File: src/rtl/vm_core_pkg.sv
package vm_core_pkg;

  localparam int VM_AW     = 12;
  localparam int VM_DW     = 8;
  localparam int VM_NREG   = 16;
  localparam int VM_REG_AW = $clog2(VM_NREG);

  typedef enum logic [2:0] {
    ST_REQ_HI,
    ST_WAIT_HI,
    ST_REQ_LO,
    ST_WAIT_LO,
    ST_EXEC,
    ST_DISP
  } state_e;

  typedef enum logic [3:0] {
    OP_NOP,
    OP_CLS,
    OP_RET,
    OP_JP,
    OP_CALL,
    OP_SEQ_IMM,
    OP_SNE_IMM,
    OP_SEQ_REG,
    OP_SNE_REG,
    OP_LD_IMM,
    OP_ADD_IMM,
    OP_MOV,
    OP_LDI,
    OP_JP_OFF,
    OP_DRAW
  } op_e;

  typedef struct packed {
    op_e        op;
    logic [3:0] x;
    logic [3:0] y;
    logic [3:0] n;
    logic [7:0] kk;
    logic [11:0] nnn;
  } dec_t;

endpackage

File: src/rtl/vm_decode.sv
module vm_decode
  import vm_core_pkg::*;
(
  input  logic [15:0] instr,
  output dec_t        dec
);

  always_comb begin
    dec.x   = instr[11:8];
    dec.y   = instr[7:4];
    dec.n   = instr[3:0];
    dec.kk  = instr[7:0];
    dec.nnn = instr[11:0];
    dec.op  = OP_NOP;
    case (instr[15:12])
      4'h0: begin
        if (instr == 16'h00E0)      dec.op = OP_CLS;
        else if (instr == 16'h00EE) dec.op = OP_RET;
      end
      4'h1: dec.op = OP_JP;
      4'h2: dec.op = OP_CALL;
      4'h3: dec.op = OP_SEQ_IMM;
      4'h4: dec.op = OP_SNE_IMM;
      4'h5: dec.op = OP_SEQ_REG;
      4'h6: dec.op = OP_LD_IMM;
      4'h7: dec.op = OP_ADD_IMM;
      4'h8: if (instr[3:0] == 4'h0) dec.op = OP_MOV;
      4'h9: dec.op = OP_SNE_REG;
      4'hA: dec.op = OP_LDI;
      4'hB: dec.op = OP_JP_OFF;
      4'hD: dec.op = OP_DRAW;
      default: dec.op = OP_NOP;
    endcase
  end

endmodule

File: src/rtl/vm_regfile.sv
module vm_regfile #(
  parameter  int NREG = 16,
  parameter  int DW   = 8,
  localparam int AW   = $clog2(NREG)
) (
  input  logic          clk,
  input  logic          rst_n,
  input  logic [AW-1:0] rd_a_addr,
  input  logic [AW-1:0] rd_b_addr,
  output logic [DW-1:0] rd_a_data,
  output logic [DW-1:0] rd_b_data,
  output logic [DW-1:0] rd_zero_data,
  input  logic          wr_en,
  input  logic [AW-1:0] wr_addr,
  input  logic [DW-1:0] wr_data
);

  logic [DW-1:0] regs [NREG];

  always_ff @(posedge clk or negedge rst_n) begin
    if (!rst_n) begin
      for (int k = 0; k < NREG; k++) regs[k] <= '0;
    end else if (wr_en) begin
      regs[wr_addr] <= wr_data;
    end
  end

  assign rd_a_data    = regs[rd_a_addr];
  assign rd_b_data    = regs[rd_b_addr];
  assign rd_zero_data = regs[0];

endmodule

File: src/rtl/vm_call_stack.sv
module vm_call_stack #(
  parameter  int DEPTH = 16,
  parameter  int DW    = 12,
  localparam int SPW   = $clog2(DEPTH)
) (
  input  logic          clk,
  input  logic          rst_n,
  input  logic          push,
  input  logic          pop,
  input  logic [DW-1:0] push_data,
  output logic [DW-1:0] top_data
);

  logic [SPW-1:0] sp;
  logic [SPW-1:0] sp_dec;
  logic [DW-1:0]  slots [DEPTH];

  assign sp_dec   = sp - SPW'(1);
  assign top_data = slots[sp_dec];

  always_ff @(posedge clk or negedge rst_n) begin
    if (!rst_n) begin
      sp <= '0;
      for (int k = 0; k < DEPTH; k++) slots[k] <= '0;
    end else if (push) begin
      slots[sp] <= push_data;
      sp        <= sp + SPW'(1);
    end else if (pop) begin
      sp <= sp_dec;
    end
  end

endmodule

File: src/rtl/vm_core.sv
module vm_core
  import vm_core_pkg::*;
#(
  parameter logic [11:0] RESET_PC    = 12'h200,
  parameter int          STACK_DEPTH = 16
) (
  input  logic        clk,
  input  logic        rst_n,
  output logic        mem_req_valid,
  input  logic        mem_req_ready,
  output logic [11:0] mem_req_addr,
  input  logic        mem_rsp_valid,
  input  logic [7:0]  mem_rsp_data,
  output logic        disp_start,
  output logic        disp_op,
  output logic [7:0]  disp_x,
  output logic [7:0]  disp_y,
  output logic [3:0]  disp_n,
  output logic [11:0] disp_index,
  input  logic        disp_done,
  input  logic        disp_collision
);

  localparam logic [VM_REG_AW-1:0] FLAG_REG = VM_REG_AW'(VM_NREG - 1);

  state_e            st;
  logic [VM_AW-1:0]  pc;
  logic [VM_AW-1:0]  idx;
  logic [VM_DW-1:0]  hi_q;
  logic [15:0]       ir;
  dec_t              d;

  logic [VM_DW-1:0]  vx, vy, v0;
  logic              rf_we;
  logic [VM_REG_AW-1:0] rf_wa;
  logic [VM_DW-1:0]  rf_wd;
  logic              stk_push, stk_pop;
  logic [VM_AW-1:0]  stk_top;
  logic [VM_AW-1:0]  pc_skip;

  vm_decode u_dec (
    .instr (ir),
    .dec   (d)
  );

  vm_regfile #(.NREG(VM_NREG), .DW(VM_DW)) u_rf (
    .clk          (clk),
    .rst_n        (rst_n),
    .rd_a_addr    (d.x),
    .rd_b_addr    (d.y),
    .rd_a_data    (vx),
    .rd_b_data    (vy),
    .rd_zero_data (v0),
    .wr_en        (rf_we),
    .wr_addr      (rf_wa),
    .wr_data      (rf_wd)
  );

  vm_call_stack #(.DEPTH(STACK_DEPTH), .DW(VM_AW)) u_stk (
    .clk       (clk),
    .rst_n     (rst_n),
    .push      (stk_push),
    .pop       (stk_pop),
    .push_data (pc),
    .top_data  (stk_top)
  );

  assign pc_skip = pc + VM_AW'(2);

  // Register-file write port and stack control
  always_comb begin
    rf_we    = 1'b0;
    rf_wa    = d.x;
    rf_wd    = d.kk;
    stk_push = 1'b0;
    stk_pop  = 1'b0;
    if (st == ST_EXEC) begin
      case (d.op)
        OP_LD_IMM:  rf_we = 1'b1;
        OP_ADD_IMM: begin rf_we = 1'b1; rf_wd = vx + d.kk; end
        OP_MOV:     begin rf_we = 1'b1; rf_wd = vy; end
        OP_CALL:    stk_push = 1'b1;
        OP_RET:     stk_pop = 1'b1;
        default: ;
      endcase
    end else if (st == ST_DISP && disp_done && d.op == OP_DRAW) begin
      rf_we = 1'b1;
      rf_wa = FLAG_REG;
      rf_wd = {{(VM_DW-1){1'b0}}, disp_collision};
    end
  end

  // Sequencer
  always_ff @(posedge clk or negedge rst_n) begin
    if (!rst_n) begin
      st   <= ST_REQ_HI;
      pc   <= RESET_PC;
      idx  <= '0;
      hi_q <= '0;
      ir   <= '0;
    end else begin
      case (st)
        ST_REQ_HI:  if (mem_req_ready) st <= ST_WAIT_HI;
        ST_WAIT_HI: if (mem_rsp_valid) begin
          hi_q <= mem_rsp_data;
          st   <= ST_REQ_LO;
        end
        ST_REQ_LO:  if (mem_req_ready) st <= ST_WAIT_LO;
        ST_WAIT_LO: if (mem_rsp_valid) begin
          ir <= {hi_q, mem_rsp_data};
          pc <= pc_skip;
          st <= ST_EXEC;
        end
        ST_EXEC: begin
          st <= ST_REQ_HI;
          case (d.op)
            OP_JP, OP_CALL: pc <= d.nnn;
            OP_RET:         pc <= stk_top;
            OP_SEQ_IMM:     if (vx == d.kk) pc <= pc_skip;
            OP_SNE_IMM:     if (vx != d.kk) pc <= pc_skip;
            OP_SEQ_REG:     if (vx == vy)   pc <= pc_skip;
            OP_SNE_REG:     if (vx != vy)   pc <= pc_skip;
            OP_LDI:         idx <= d.nnn;
            OP_JP_OFF:      pc <= d.nnn + {{(VM_AW-VM_DW){1'b0}}, v0};
            OP_CLS, OP_DRAW: st <= ST_DISP;
            default: ;
          endcase
        end
        ST_DISP: if (disp_done) st <= ST_REQ_HI;
        default: st <= ST_REQ_HI;
      endcase
    end
  end

  assign mem_req_valid = (st == ST_REQ_HI) || (st == ST_REQ_LO);
  assign mem_req_addr  = (st == ST_REQ_LO) ? pc + VM_AW'(1) : pc;

  assign disp_start = (st == ST_DISP);
  assign disp_op    = (d.op == OP_DRAW);
  assign disp_x     = vx;
  assign disp_y     = vy;
  assign disp_n     = d.n;
  assign disp_index = idx;

endmodule

File: config.mk
export PLATFORM = sky130hd
export DESIGN_NAME = vm_core
export DESIGN_NICKNAME = d
export VERILOG_FILES = /design/src/rtl/vm_core_pkg.sv /design/src/rtl/vm_decode.sv /design/src/rtl/vm_regfile.sv /design/src/rtl/vm_call_stack.sv /design/src/rtl/vm_core.sv
export SDC_FILE = /design/constraint.sdc
export NUM_CORES = 1
export LEC_CHECK = 0
export CORE_UTILIZATION = 35
export CTS_CLUSTER_SIZE = 25
export DETAILED_ROUTE_END_ITERATION = 16
export DONT_BUFFER_PORTS = 1
export PLACE_DENSITY = 0.61
export SLEW_MARGIN = 10
export SYNTH_ARGS = -nofsm -noshare
export SYNTH_HDL_FRONTEND = slang
export SYNTH_SLANG_ARGS = --single-unit
File: constraint.sdc
create_clock -name clk -period 4.45 [get_ports clk]
set_input_delay 0.6675 -clock clk [delete_from_list [all_inputs] [get_ports clk]]
set_output_delay 0.6675 -clock clk [all_outputs]
set_load 0.01 [all_outputs]
==> results.md <==
- Starting Density: a little over a third
- Worst hold path class: input pin to asynchronous set/reset pin
- Worst-skew pair later-pin latency: approximately 0.56 ns
- Final Cycle Share: between 90 and 100%
- Maxcap violations: 0
- Die Wd: 240 um
- Status: complete, but fails checks
- Initial DRC Count: 1059
- Clk sink count: about 380
- Diode count: 0
- Type of destination of the critical path: register
- Netlist Area Pre-Place: a little under 20000 sq um
- Site row count: 86
- Register area: between 9000 and 10000 sq um
- Failing checks: hold timing, slew limit
- Min Clock Period, post-route: between 4 and 5 ns
- Critical Path Source Type: register
- # IOs: slightly above 60
- Num CTS Buffers: 40
- Async S/R FF share, synth: 100%
- Fmax: ~0.24 GHz
- Wirelength per Cell: approximately 24 um
- Root Driver: clkbuf_16
- Filler cell count: 5142
- Final worst slack: 0.302 ns
- Maximum number of pins on one net before global-route repair: 376
- Power per cell area: slightly below 600 nW/um^2
- Post-placement cell area: 20800 sq um
- Syn_nets: 1545
- Die height: between 200 and 250 um
- LEAKAGE: between 9 and 10 nW
- Post-synth EDFFs: 0
- Post-route insts no fill: about 2300
- CTS tree: built
- P&R area growth vs syn: 12.1%
- Post-route cell area: 22100 sq um
- DRC viols: 0
- Syn Inst Count: approximately 1500
- Synthesized area per cell: roughly 13 sq um
- Number of port buffers: 0
- Area of the multi-input gates: roughly 9800 sq um
- Layout cells sized above 1: roughly 40%
- Worst EP required: slightly below 5 ns
- Layout Utilization: between 30% and 40%
- Sequential share of the synthesized area: a little under half
- Initial antenna violation count: 0
- Leading cell type in the layout, fill and taps excluded: dfrtp_1
- First drt pass iteration count: 6
- Post-layout nets: roughly 1500
- Post-DP HPWL: 35.6 mm
- Final Power: 13.0 mW
- Final Hold Vio Count: 70
- Final WL: 53.6 mm
- Yosys cell types: 67
- Slew Viols, Final: approximately 150
- Slew HR: -18.6%
- Syn. warnings: 0
- GPL Wtd Cong: between 0.8 and 0.9
- DR vias: around 13000
- Crit path max fanout: 19
- Die ar.: around 57000 sq um
- Detail Route Antenna Nets: 0
- RSZ-0062 raised after global routing: no
- Htree depth: 2
- Dominant synthesized flop cell: dfrtp_1
- Clock Pin Slew Worst Setup and Hold Paths: roughly 0.070 ns
- VDD IR max: ~310 uV
- Most frequent cells in the layout: dfrtp_1 (370), mux2_2 (315), mux4_2 (124)
- Worst slew pin tran: approximately 1.8 ns
- Setup TNS: 0 ns
- Tot GR Track Use: 19.0%
- Worst clock skew: slightly above 0.03 ns
- Arr. time, crit path: 4.57 ns
- Grt total ovfl: 0
- First-pass GRT wire length: 83.6 mm
- #FFs+latches synth: ~380
- Critical path class: register to register
- Core area: about 55000 sq um
- Post-Place Cells: 2206
- Via-to-Cell Ratio: ~5.7
- Setup violations, final: 0
- Vias in the first global route: around 13000
- Hold slack final: -0.171 ns
- Pre-CTS WS: 0.0882 ns
- Clock tree buffer depth: 3
state kept, by name, summed over array words and instances, names as in the netlist:
register and count:
u_stk.slots 192, u_rf.regs 120, ir 16, disp_index 12, pc 12, hi_q 8
u_rf.rd_zero_data 8, u_stk.sp 4, st 3
area by class of cell:
cell class              instances  share of cell area, %
multi-input cells            1000                   44.4
flip-flops and latches        375                   42.4
clock buffers                  48                   4.93
well taps                     748                   4.23
repair buffers                 70                   2.60
clock inverters                23                   1.15
inverters                      15                  0.254
metal layers:
metal / wire length, um / global-route usage (%) / vias up / share of wire, %
li1: - / - / 5635 / -
met1: 23100 / 25.8 / 6728 / 43
met2: 25200 / 30.2 / 465 / 47
met3: 4020 / 4.73 / 100 / 7.5
met4: 1350 / 5.19 / 0 / 2.5
met5: 0 / 0 / - / 0
where the power goes:
group / switching (mW) / leakage, nW / internal (mW)
logic: 2.96 / 4.11 / 2.07
clock network: 1.42 / 0.668 / 2.04
registers: 0.646 / 4.99 / 3.82
Yosys cell counts (all sizes together) (3+ instances only):
cell type	instances	area, sq um
a211oi	6	45.0
a21o	6	45.0
a21oi	35	175
a221oi	6	52.6
a22o	6	52.6
a22oi	9	67.6
a31oi	4	25.0
and2	5	31.3
and3	12	75.1
buf	40	214
clkbuf	77	289
dfrtp	374	9360
ha	22	275
inv	14	52.6
mux2	319	3590
mux4	124	2790
nand2	114	428
nand2b	13	81.3
nand3	30	150
nand4	9	71.3
nor2	61	274
nor2b	10	62.6
nor3	16	146
nor3b	3	22.5
nor4	9	75.1
o211ai	4	30.0
o21ai	66	334
o21bai	4	30.0
o22ai	29	181
or2	5	31.3
or3	6	37.5
xnor2	20	175
xor2	20	175
critical path, stage by stage, from the launching register on:
cell     delay, ns
dfrtp_2       0.57
buf_4         0.26
mux4_2        0.54
a22oi_1       0.20
nand2_1       0.23
ha_1          0.40
nor3_1        0.18
nand2_1       0.10
nor3b_1       0.23
buf_4         0.17
a31oi_1       0.14
or2_2         0.38
nand4_4       0.19
o21ai_1       0.11
a221o_1       0.30
repair_timing:
action / in CTS / in global routing
buffers inserted: 0 / 2
endpoints found under the setup margin: 0 / 32
hold endpoints to repair: 374 / 374
gates resized for setup: 0 / 1
kinds of logic (layout without fill, tap and decap cells):
| logic type | Yosys count | count (layout) | synth area share, % |
|---|---|---|---|
| mux | 443 | 443 | 32.3 |
| compound gates | 194 | 194 | 6.16 |
| buf+inv | 132 | 156 | 2.83 |
| flops | 375 | 375 | 47.5 |
| fa+ha+maj | 24 | 24 | 1.60 |
| simple gates | 299 | 299 | 7.79 |
| xor+xnor | 40 | 40 | 1.77 |
final timing paths:
kind	start	endpoint	slack, ns	cells past startpoint
worst max-delay path	ir[8]	pc[8]	0.30	14
worst min-delay path	rst_n	u_rf.regs[29]	-0.17	0
worst max register to register	ir[8]	pc[8]	0.30	14
worst min register to register	hi_q[6]	ir[14]	0.47	2
max in group asynchronous	rst_n	u_stk.sp[0]	3.07	0
min in group clk	mem_rsp_data[7]	ir[7]	0.24	2
Power figures use the tool's default switching activity.
